## src/rtl/sfifo_pkg.sv

```systemverilog
package sfifo_pkg;
  localparam int unsigned BANKS     = 2;
  localparam int unsigned DEPTH_DEF = 64;
  localparam int unsigned DATA_W    = 8;
endpackage

```

## src/rtl/sfifo_rst_sync.sv

```systemverilog
module sfifo_rst_sync (
  input  logic clk,
  input  logic rst_n,
  output logic rst_n_sync
);
  logic [1:0] sh_q;

  always_ff @(posedge clk or negedge rst_n) begin
    if (!rst_n) sh_q <= 2'b00;
    else        sh_q <= {sh_q[0], 1'b1};
  end

  assign rst_n_sync = sh_q[1];
endmodule

```

## src/rtl/sfifo_bank_store.sv

```systemverilog
module sfifo_bank_store
  import sfifo_pkg::*;
#(
  parameter int unsigned DEPTH = DEPTH_DEF,
  parameter int unsigned DW    = DATA_W,
  localparam int unsigned AW   = $clog2(DEPTH)
) (
  input  logic          clk,
  input  logic          we,
  input  logic          wbank,
  input  logic [AW-1:0] waddr,
  input  logic [DW-1:0] wdata,
  input  logic          rbank,
  input  logic [AW-1:0] raddr,
  output logic [DW-1:0] rdata
);
  logic [DW-1:0] rd_bank [BANKS];

  for (genvar b = 0; b < BANKS; b++) begin : g_bank
    logic [DW-1:0] mem [DEPTH];
    logic          bank_we;

    assign bank_we = we && (wbank == 1'(b));

    always_ff @(posedge clk) begin
      if (bank_we) mem[waddr] <= wdata;
    end

    assign rd_bank[b] = mem[raddr];
  end

  assign rdata = rd_bank[rbank];
endmodule

```

## src/rtl/sfifo_bank_ctrl.sv

```systemverilog
module sfifo_bank_ctrl
  import sfifo_pkg::*;
#(
  parameter int unsigned DEPTH = DEPTH_DEF,
  localparam int unsigned AW   = $clog2(DEPTH),
  localparam int unsigned CW   = AW + 1
) (
  input  logic          clk,
  input  logic          rst_n,
  input  logic          byte_we,
  input  logic          cnt_we,
  input  logic [CW-1:0] cnt_wdata,
  input  logic          ovf_clr,
  input  logic          tx_done,
  input  logic          tx_ok,
  output logic          mem_we,
  output logic          mem_wbank,
  output logic [AW-1:0] mem_waddr,
  output logic          rd_bank,
  output logic          buf_avail,
  output logic          fill_ovf,
  output logic          tx_ready,
  output logic [CW-1:0] tx_count,
  output logic          tx_last
);
  localparam logic [CW-1:0] FULL_CNT = CW'(DEPTH);

  logic                      fill_q, fill_n, send_q, send_n;
  logic [BANKS-1:0]          full_q, full_n, term_q, term_n;
  logic [BANKS-1:0][CW-1:0]  cnt_q, cnt_n;
  logic [CW-1:0]             ptr_q, ptr_n, cnt_clamped;
  logic                      prev64_q, prev64_n, ovf_q, ovf_n;
  logic                      is_term, commit, reject, release_ok, ptr_room;

  assign cnt_clamped = (cnt_wdata > FULL_CNT) ? FULL_CNT : cnt_wdata;
  assign ptr_room    = (ptr_q < FULL_CNT);
  assign is_term     = cnt_we && (cnt_wdata == '0) && prev64_q;
  assign commit      = cnt_we && !is_term && !full_q[fill_q];
  assign reject      = cnt_we && !is_term && full_q[fill_q];
  assign release_ok  = tx_done && tx_ok && full_q[send_q];

  always_comb begin
    fill_n   = fill_q;
    send_n   = send_q;
    full_n   = full_q;
    term_n   = term_q;
    cnt_n    = cnt_q;
    ptr_n    = ptr_q;
    prev64_n = prev64_q;
    ovf_n    = ovf_q;
    if (mem_we) ptr_n = ptr_q + 1'b1;
    if (is_term) begin
      if (full_q[~fill_q]) term_n[~fill_q] = 1'b1;
      prev64_n = 1'b0;
    end
    if (release_ok) begin
      full_n[send_q] = 1'b0;
      term_n[send_q] = 1'b0;
      send_n         = ~send_q;
    end
    if (commit) begin
      full_n[fill_q] = 1'b1;
      term_n[fill_q] = 1'b0;
      cnt_n[fill_q]  = cnt_clamped;
      fill_n         = ~fill_q;
      ptr_n          = '0;
      prev64_n       = (cnt_clamped == FULL_CNT);
    end
    if (ovf_clr) ovf_n = 1'b0;
    if (reject)  ovf_n = 1'b1;
  end

  always_ff @(posedge clk or negedge rst_n) begin
    if (!rst_n) begin
      fill_q   <= 1'b0;
      send_q   <= 1'b0;
      full_q   <= '0;
      term_q   <= '0;
      cnt_q    <= '0;
      ptr_q    <= '0;
      prev64_q <= 1'b0;
      ovf_q    <= 1'b0;
    end else begin
      fill_q   <= fill_n;
      send_q   <= send_n;
      full_q   <= full_n;
      term_q   <= term_n;
      cnt_q    <= cnt_n;
      ptr_q    <= ptr_n;
      prev64_q <= prev64_n;
      ovf_q    <= ovf_n;
    end
  end

  assign mem_we    = byte_we && !full_q[fill_q] && ptr_room;
  assign mem_wbank = fill_q;
  assign mem_waddr = ptr_q[AW-1:0];
  assign rd_bank   = send_q;
  assign buf_avail = !full_q[fill_q];
  assign fill_ovf  = ovf_q;
  assign tx_ready  = full_q[send_q];
  assign tx_count  = cnt_q[send_q];
  assign tx_last   = term_q[send_q] || (cnt_q[send_q] != FULL_CNT);

  assert_ptr_sat_R2: assert property (@(posedge clk) disable iff (!rst_n)
    ptr_q <= FULL_CNT);
  assert_commit_ready_R3: assert property (@(posedge clk) disable iff (!rst_n)
    commit |=> tx_ready);
  assert_ok_frees_R4: assert property (@(posedge clk) disable iff (!rst_n)
    (tx_done && tx_ok && tx_ready) |=> buf_avail);
  assert_nak_keeps_R5: assert property (@(posedge clk) disable iff (!rst_n)
    (tx_done && !tx_ok && tx_ready) |=> (tx_ready && $stable(tx_count) && $stable(send_q)));
  assert_term_no_switch_R7: assert property (@(posedge clk) disable iff (!rst_n)
    is_term |=> ($stable(fill_q) && $stable(buf_avail)));
  assert_ovf_sticky_R9: assert property (@(posedge clk) disable iff (!rst_n)
    (fill_ovf && !ovf_clr) |=> fill_ovf);
endmodule

```

## src/rtl/dbl_send_fifo.sv

```systemverilog
module dbl_send_fifo
  import sfifo_pkg::*;
#(
  parameter int unsigned DEPTH = DEPTH_DEF,
  parameter int unsigned DW    = DATA_W,
  localparam int unsigned AW   = $clog2(DEPTH),
  localparam int unsigned CW   = AW + 1
) (
  input  logic          clk,
  input  logic          rst_n,
  input  logic          byte_we,
  input  logic [DW-1:0] byte_wdata,
  input  logic          cnt_we,
  input  logic [CW-1:0] cnt_wdata,
  input  logic          ovf_clr,
  output logic          buf_avail,
  output logic          fill_ovf,
  output logic          tx_ready,
  output logic [CW-1:0] tx_count,
  output logic          tx_last,
  input  logic [AW-1:0] tx_rd_addr,
  output logic [DW-1:0] tx_rd_data,
  input  logic          tx_done,
  input  logic          tx_ok
);
  logic          rst_n_sync;
  logic          mem_we, mem_wbank, rd_bank;
  logic [AW-1:0] mem_waddr;

  sfifo_rst_sync u_rst (
    .clk        (clk),
    .rst_n      (rst_n),
    .rst_n_sync (rst_n_sync)
  );

  sfifo_bank_ctrl #(.DEPTH(DEPTH)) u_ctrl (
    .clk       (clk),
    .rst_n     (rst_n_sync),
    .byte_we   (byte_we),
    .cnt_we    (cnt_we),
    .cnt_wdata (cnt_wdata),
    .ovf_clr   (ovf_clr),
    .tx_done   (tx_done),
    .tx_ok     (tx_ok),
    .mem_we    (mem_we),
    .mem_wbank (mem_wbank),
    .mem_waddr (mem_waddr),
    .rd_bank   (rd_bank),
    .buf_avail (buf_avail),
    .fill_ovf  (fill_ovf),
    .tx_ready  (tx_ready),
    .tx_count  (tx_count),
    .tx_last   (tx_last)
  );

  sfifo_bank_store #(.DEPTH(DEPTH), .DW(DW)) u_store (
    .clk   (clk),
    .we    (mem_we),
    .wbank (mem_wbank),
    .waddr (mem_waddr),
    .wdata (byte_wdata),
    .rbank (rd_bank),
    .raddr (tx_rd_addr),
    .rdata (tx_rd_data)
  );
endmodule

```

## config.mk

```make
export PLATFORM = sky130hd
export DESIGN_NAME = dbl_send_fifo
export DESIGN_NICKNAME = d
export VERILOG_FILES = /design/src/rtl/sfifo_pkg.sv /design/src/rtl/sfifo_rst_sync.sv /design/src/rtl/sfifo_bank_store.sv /design/src/rtl/sfifo_bank_ctrl.sv /design/src/rtl/dbl_send_fifo.sv
export SDC_FILE = /design/constraint.sdc
export NUM_CORES = 1
export LEC_CHECK = 0
export BUFFER_PORTS_ARGS = -buffer_cell sky130_fd_sc_hd__buf_4
export CORE_MARGIN = 5
export CORE_UTILIZATION = 47
export DETAILED_ROUTE_END_ITERATION = 6
export PLACE_DENSITY = 0.64
export SLEW_MARGIN = 10
export SYNTH_ARGS = -nofsm -noshare
export SYNTH_HDL_FRONTEND = slang
export SYNTH_SLANG_ARGS = --single-unit
```

## constraint.sdc

```tcl
create_clock -name clk -period 5 [get_ports clk]
set_input_delay 0.5 -clock clk [delete_from_list [all_inputs] [get_ports clk]]
set_output_delay 0.5 -clock clk [all_outputs]
set_load 0.03 [all_outputs]
```

==> flow_summary.json, run 1 <==
{
  "setup.worst_path.start_class": "input pin",
  "drv_cap": 0,
  "r2r.worst_path.cells": 4,
  "worst_ep_arrival_time_ns": 3.56,
  "post_synth_num_cell_types": 40,
  "setup_viol_count_final": 0,
  "drive_gt1_share_pct": 31.0,
  "cts_tree": "done",
  "internal_power_uw": 15200,
  "worstSetupPathDepth": 7,
  "critical-path-top-delay-family": "multiplexers",
  "net_switching_power_uw": 4420,
  "outcome": "finished clean",
  "crit_share_post_route_pct": 81.2,
  "hold_path_depth": 2,
  "grt_overflow_total": 0,
  "vdd_ir_drop_max_uv": 378,
  "die_area_um2": 93300,
  "clk_transition_reported_paths_ns": 0.06,
  "sw_frac_of_total_pct": 22.5,
  "chipWidth_um": 305,
  "reg2reg_slack_ns": 1.53,
  "postSynthAreaPerCell_um2": 23.2,
  "timing.hold.worst.class": "input pin to register",
  "timing.critical_path.to_type": "primary output",
  "cts-root-to-sink-buffers": 3,
  "worst_path_max_stage_delay_ns": 0.59,
  "num_io_pins": 47,
  "grt_max_degree": 85,
  "wire_length_of_the_first_global_routing_pass_mm": 134,
  "number_of_global_route_vias_before_repair": 19200,
  "detail_route.first_pass.iterations": 5,
  "ys_seq_elements": 1055,
  "globalplace.congestion": 0.786,
  "drtAntennaViolNets": 0,
  "cts-buffers-inserted": 106,
  "p_clk_share_pct": 40.3,
  "most_common_flop_cell_mapped_by_yosys": "sky130_fd_sc_hd__edfxtp_1",
  "cts.sink_count": 1055,
  "routedWlPerCell_um": 29.5,
  "final_core_util_pct": 53.4,
  "cts-htree-levels": 3,
  "finalMaxSlewViolations": 0,
  "final_net_count": 1879,
  "number_of_flops_mapped_to_enable_cells_by_yosys": 1024,
  "grt_setup_unrepaired": "no",
  "yosys_warnings": 0,
  "clock.fmax_mhz": 246,
  "cts.root.buffer_cell": "sky130_fd_sc_hd__clkbuf_16",
  "totalNegativeSetupSlack_ns": 0,
  "worst-path-buf-inv": 3,
  "grt_antenna_before_repair": 4,
  "path_common_cell": "sky130_fd_sc_hd__mux4_2",
  "cp_cell_sequence": "buf_8, buf_4, mux4_2, mux4_2, mux4_2, mux2_2, buf_4",
  "detail_route.drc_violations": 0,
  "mappedNetlistArea_um2": 41000,
  "wl_mm": 91.0,
  "max_slew_margin_pct": 27.0,
  "yosysSeqAreaShare_pct": 76.9,
  "setup.worst_path.class": "input pin to primary output",
  "ys_async_sr_fraction_pct": 2.94,
  "worstMarginPinSlew_ns": 1.09,
  "row_count": 108,
  "share_seq_of_total_power_pct": 50.8,
  "floorplan.core_area_um2": 86800,
  "hpwl_mm": 56.1,
  "leakagePower_uw": 0.0143,
  "finalHoldViolations": 0,
  "power_density_nw_per_um2": 424,
  "worst-path-max-fanout": 46,
  "critical_path_required_ns": 4.50,
  "min_period_ns": 4.06,
  "initial_utilization_pct": 47.3,
  "route.vias.total": 18600,
  "clk-insertion-delay-late_ns": 0.67,
  "netlist_instances": 1765,
  "die_h_um": 305,
  "syn2layout_area_growth_pct": 12.9,
  "synth.net_count": 1794,
  "cell_with_the_biggest_individual_delay_on_the_critical_path": "sky130_fd_sc_hd__mux4_2",
  "grtUsageTotal_pct": 19.5,
  "dr.first_iter.drc_count": 1983,
  "finalClockSkew_ns": 0.0235,
  "antenna-diode-count": 0,
  "port-buffer-count": 46,
  "post_drt_via_cell_ratio": 6.03,
  "combinationalPowerShare_pct": 8.9
}
per-stage QoR:
| step | total power, uW | hold slack (ns) | instances | worst slack [ns] | area (um2) |
|---|---|---|---|---|---|
| finish | 19600 | 0.0452 | 3085 | 0.941 | 46300 |
| global route | 20300 | 0.0301 | 3085 | 0.836 | 46300 |
| CTS | 19800 | 0.0114 | 3085 | 0.906 | 46300 |
| detailed placement | 11900 | 0.284 | 2896 | 0.915 | 42800 |
| global placement | 11900 | 0.285 | 2896 | 0.917 | 42800 |
| floorplan | 11100 | 0.204 | 1765 | 1.52 | 41000 |
worst paths after layout:
| kind | start | endpoint |
|---|---|---|
| max in group asynchronous | u_rst.sh_q[1] | u_ctrl.mem_wbank |
| worst min register to register | u_rst.sh_q[1] | u_ctrl.ptr_q[0] |
| worst min-delay path | ovf_clr | u_ctrl.fill_ovf |
| min in group asynchronous | rst_n | u_rst.sh_q[0] |
| worst max register to register | u_ctrl.mem_wbank | u_store.g_bank[1].mem[58][0] |
| worst max-delay path | tx_rd_addr[0] | tx_rd_data[7] |
layout by cell type (no fill, tap or decap), drive strengths merged, types with 8 or more instances in the layout:
cell / netlist / layout
clkbuf: 63 / 123
mux4: 336 / 336
dfrtp: 31 / 31
or3: 18 / 18
edfxtp: 1024 / 1024
nand2: 8 / 8
clkinv: 0 / 45
nor2: 139 / 139
buf: 50 / 89
o21ai: 10 / 10
bufinv: 0 / 15
mux2: 29 / 29
power by group through the flow:
stage,Clock [uW],Combinational [uW],Sequential [uW]
6_report,7910,1750,9970
5_1_grt,8430,1840,9980
4_1_cts,8030,1760,9970
3_5_place_dp,0,1750,10200
3_3_place_gp,0,1730,10100
2_1_floorplan,0,1070,10100
cell families after synthesis:
family	after synthesis	synth area share, %
compound gates	20	0.287
xor+xnor	3	0.0641
fa+ha+maj	1	0.0305
buf+inv	118	1.24
flops	1055	76.9
mux	368	19.3
other cells	1	0.00914
simple gates	199	2.20
final cells by class:
cell class	instances	area (um2)
Timing Repair Buffer	90	868
Sequential cell	1055	31500
Clock buffer	123	2760
Clock inverter	65	721
Inverter	5	18.8
Multi-Input combinational cell	592	8990
Fill cell	6593	40400
Tap cell	1155	1450
repair_timing:
item,in CTS,in global routing
hold endpoints to repair,2,0
buffers inserted,0,0
hold buffers,1,0
resized for setup,0,0
worst reg2reg max path: stages (launching register included):
cell	delay [ns]
sky130_fd_sc_hd__dfrtp_1	0.73
sky130_fd_sc_hd__inv_1	0.37
sky130_fd_sc_hd__nor4b_1	0.74
sky130_fd_sc_hd__nand2b_1	0.34
sky130_fd_sc_hd__nor2_1	0.90
registers in the layout (all words and copies together) (netlist names):
register / cells
u_ctrl.cnt_q: 14
u_rst.sh_q: 2
u_store.g_bank.mem: 1024
u_ctrl.rd_bank: 1
u_ctrl.mem_wbank: 1
u_ctrl.term_q: 2
u_ctrl.fill_ovf: 1
u_ctrl.full_q: 2
u_ctrl.ptr_q: 7
u_ctrl.prev64_q: 1
cell usage after synthesis, types with 2 or more instances:
cell type	instances	area share, %
sky130_fd_sc_hd__clkbuf_1	63	0.58
sky130_fd_sc_hd__o21ai_0	10	0.12
sky130_fd_sc_hd__xor2_1	3	0.064
sky130_fd_sc_hd__dfrtp_1	31	1.9
sky130_fd_sc_hd__or3b_2	4	0.085
sky130_fd_sc_hd__a21oi_1	4	0.049
sky130_fd_sc_hd__nand2_1	8	0.073
sky130_fd_sc_hd__nand3_1	3	0.037
sky130_fd_sc_hd__nor4_1	3	0.046
sky130_fd_sc_hd__mux2_1	7	0.19
sky130_fd_sc_hd__mux2_2	22	0.60
sky130_fd_sc_hd__nor2b_1	7	0.11
sky130_fd_sc_hd__buf_2	16	0.20
sky130_fd_sc_hd__or4_1	2	0.037
sky130_fd_sc_hd__inv_1	5	0.046
sky130_fd_sc_hd__nand4b_1	2	0.043
sky130_fd_sc_hd__edfxtp_1	1024	75
sky130_fd_sc_hd__mux2i_1	3	0.073
sky130_fd_sc_hd__buf_1	23	0.21
sky130_fd_sc_hd__buf_4	10	0.18
sky130_fd_sc_hd__nand3b_1	6	0.11
sky130_fd_sc_hd__or3_1	18	0.27
sky130_fd_sc_hd__nor2_1	139	1.3
sky130_fd_sc_hd__mux4_2	336	18
per-layer routing:
| metal | global-route usage (%) | wire (um) | vias to the layer above |
|---|---|---|---|
| li1 | - | - | 7644 |
| met1 | 28.7 | 38300 | 10000 |
| met2 | 30.6 | 43400 | 797 |
| met3 | 4.09 | 6860 | 137 |
| met4 | 5.17 | 2460 | 0 |
| met5 | 0 | 0 | - |
(Power assumes the default switching activity.)
==> run 2, diff against run 1 <==
Clock period 5 ns to 4 ns, I/O delays scaled along.
==> run 2 against run 1 <==
Net effect:
- die area did not move
- non-clock buffer count rose by 82
- critical path type is now register to primary output
- cell count rose by 2.9%
- clock skew rose by 0.0083 ns
- sequential power rose by 24%
- critical endpoint is now tx_rd_data[1]
- combinational power rose by 31%
- utilization rose by 0.60 points
- global-route usage rose by 0.11 points
==> flow_summary.json, run 2 (synthesized netlist as in run 1, its figures left out) <==
{
  "globalRouteMet3Util_pct": 3.77,
  "outcome": "finished clean",
  "crit_share_post_route_pct": 89.6,
  "route.vias.total": 18800,
  "routedWlPerCell_um": 28.9,
  "leading_registers_by_flop_count": "u_store.g_bank.mem x1024, u_ctrl.cnt_q x14, u_ctrl.ptr_q x7",
  "totalNegativeSetupSlack_ns": 0,
  "cts-buffers-inserted": 108,
  "p_clk_share_pct": 39.0,
  "register_containing_the_most_flip_flops_in_the_final_layout": "u_store.g_bank.mem",
  "critical_path_required_ns": 3.60,
  "row_count": 108,
  "critical-path-top-delay-family": "multiplexers",
  "die_area_um2": 93300,
  "setup_viol_count_final": 0,
  "finalHoldViolations": 0,
  "cp_cell_sequence": "mux4_2, mux4_2, mux4_2, mux2_2, buf_4",
  "wl_mm": 91.8,
  "final_cell_mix": "sky130_fd_sc_hd__edfxtp_1, sky130_fd_sc_hd__mux4_2, sky130_fd_sc_hd__buf_4",
  "globalRoute.busiestLayer": "met2",
  "grtUsageTotal_pct": 19.6,
  "grt_max_degree": 110,
  "globalRouteMet1Util_pct": 29.0,
  "cts.root.buffer_cell": "sky130_fd_sc_hd__clkbuf_16",
  "antenna-diode-count": 0,
  "combinationalPowerShare_pct": 9.5,
  "timing.critical_path.to_type": "primary output",
  "drv_cap": 0,
  "port-buffer-count": 46,
  "floorplan.core_area_um2": 86800,
  "final_net_count": 1963,
  "die_h_um": 305,
  "r2r.worst_path.cells": 4,
  "cts.sink_count": 1055,
  "worst_path_max_stage_delay_ns": 0.56,
  "chipWidth_um": 305,
  "num_io_pins": 47,
  "cts-htree-levels": 3,
  "grt_setup_unrepaired": "no",
  "timing.hold.worst.class": "input pin to register",
  "most_frequent_standard_cell_in_the_layout_excluding_fill_and_tap_cells": "sky130_fd_sc_hd__edfxtp_1",
  "cts_tree": "done",
  "globalplace.congestion": 0.798,
  "grt_antenna_before_repair": 3,
  "drtAntennaViolNets": 0,
  "sw_frac_of_total_pct": 23.2,
  "worst-path-max-fanout": 1,
  "wire_length_of_the_first_global_routing_pass_mm": 136,
  "reg2reg_slack_ns": 0.87,
  "hold_path_depth": 2,
  "path_common_cell": "sky130_fd_sc_hd__mux4_2",
  "cts_repair_resize_count": 0,
  "worstMarginPinSlew_ns": 1.22,
  "largest_reg_flops": 1024,
  "initial_utilization_pct": 47.3,
  "hold_path_end": "u_ctrl.prev64_q",
  "clk_transition_reported_paths_ns": 0.06,
  "internal_power_uw": 18500,
  "grt_overflow_total": 0,
  "worst-path-buf-inv": 1,
  "setup.worst_path.start_class": "register",
  "drive_gt1_share_pct": 33.5,
  "power_density_nw_per_um2": 515,
  "number_of_fill_cells_in_the_layout": 6507,
  "r2r_end": "u_store.g_bank[0].mem[22][0]",
  "detail_route.drc_violations": 0,
  "hpwl_mm": 57.1,
  "leakagePower_uw": 0.0147,
  "net_switching_power_uw": 5600,
  "r2r_start": "u_ctrl.full_q[1]",
  "post_drt_via_cell_ratio": 5.92,
  "setup.worst_path.class": "register to primary output",
  "grt.met2_usage_pct": 31.3,
  "final_core_util_pct": 54.0,
  "worst_ep_arrival_time_ns": 3.18,
  "dr.first_iter.drc_count": 2097,
  "finalClockSkew_ns": 0.0317,
  "share_seq_of_total_power_pct": 51.4,
  "syn2layout_area_growth_pct": 14.2,
  "clk-insertion-delay-late_ns": 0.67,
  "min_period_ns": 3.58,
  "max_slew_margin_pct": 18.4,
  "total_power_uw": 24100,
  "cts-root-to-sink-buffers": 3,
  "finalMaxSlewViolations": 0,
  "cell_with_the_biggest_individual_delay_on_the_critical_path": "sky130_fd_sc_hd__mux4_2",
  "number_of_global_route_vias_before_repair": 19500,
  "detail_route.first_pass.iterations": 5,
  "clock.fmax_mhz": 279,
  "worstHoldStart": "cnt_we",
  "vdd_ir_drop_max_uv": 602
}
-- run 2: changes by cell type in the layout (fill, tap and decap cells not counted), sizes merged --
| cell | delta |
|---|---|
| buf | +81 |
| clkbuf | +15 |
| bufinv | -10 |
| clkinv | -4 |
| clkinvlp | +4 |
| inv | +3 |
| dlygate4sd3 | +1 |
-- run 2: how the worst max path moves through the flow --
| stage | startpoint | depth (start not counted) | slack, ns | to |
|---|---|---|---|---|
| 6_report | u_store.g_bank[0].mem[39][1] | 5 | 0.42 | tx_rd_data[1] |
| 4_1_cts | u_store.g_bank[0].mem[39][1] | 5 | 0.38 | tx_rd_data[1] |
| 3_3_place_gp | tx_rd_addr[0] | 8 | 0.42 | tx_rd_data[1] |
| 5_1_grt | tx_rd_addr[0] | 8 | 0.32 | tx_rd_data[4] |
| 2_1_floorplan | tx_rd_addr[0] | 6 | 0.72 | tx_rd_data[0] |
| 3_5_place_dp | tx_rd_addr[0] | 8 | 0.39 | tx_rd_data[4] |
-- run 2: worst register-to-register path: stages (launching register included) --
cell and delay [ns]:
sky130_fd_sc_hd__dfrtp_1 0.43, sky130_fd_sc_hd__mux2i_1 0.25, sky130_fd_sc_hd__nand3b_1 0.42, sky130_fd_sc_hd__or3_1 0.81, sky130_fd_sc_hd__nor2_1 0.84
-- run 2: metal layers --
layer | wire [um] | share of wire [%]
met1 | 39000 | 42
met2 | 44600 | 49
met3 | 6480 | 7.1
met4 | 1830 | 2.0
met5 | 0 | 0
-- run 2: what timing repair did --
action / CTS / global route
setup buffers: 0 / 0
hold buffers: 2 / 0
hold endpoints to repair: 3 / 0
-- run 2: final cells by class --
| cell class | count | area, um2 | share of cell area, % |
|---|---|---|---|
| clock inverter | 58 | 490 | 1.05 |
| inverter | 5 | 18.8 | 0.0401 |
| multi-input combinational | 592 | 8990 | 19.2 |
| timing repair buffer | 172 | 1550 | 3.31 |
| sequential | 1055 | 31500 | 67.3 |
| tap | 1155 | 1450 | 3.09 |
| clock buffer | 138 | 2830 | 6.03 |
-- run 2: through the flow --
stage	setup slack [ns]	hold slack (ns)	cell area, um2	instances
floorplan	0.720	0.104	41000	1765
global placement	0.416	0.184	43500	2977
detailed placement	0.388	0.186	43500	2977
CTS	0.381	0.0219	46800	3175
global route	0.323	0.0465	46800	3175
finish	0.417	0.0538	46800	3175
-- run 2: power groups by stage --
stage	clock network [uW]	logic (uW)	registers, uW
after floorplan	0	1330	12600
after global placement	0	2280	12600
after detailed placement	0	2320	12600
after CTS	9580	2330	12400
after global routing	10100	2430	12400
final	9420	2300	12400
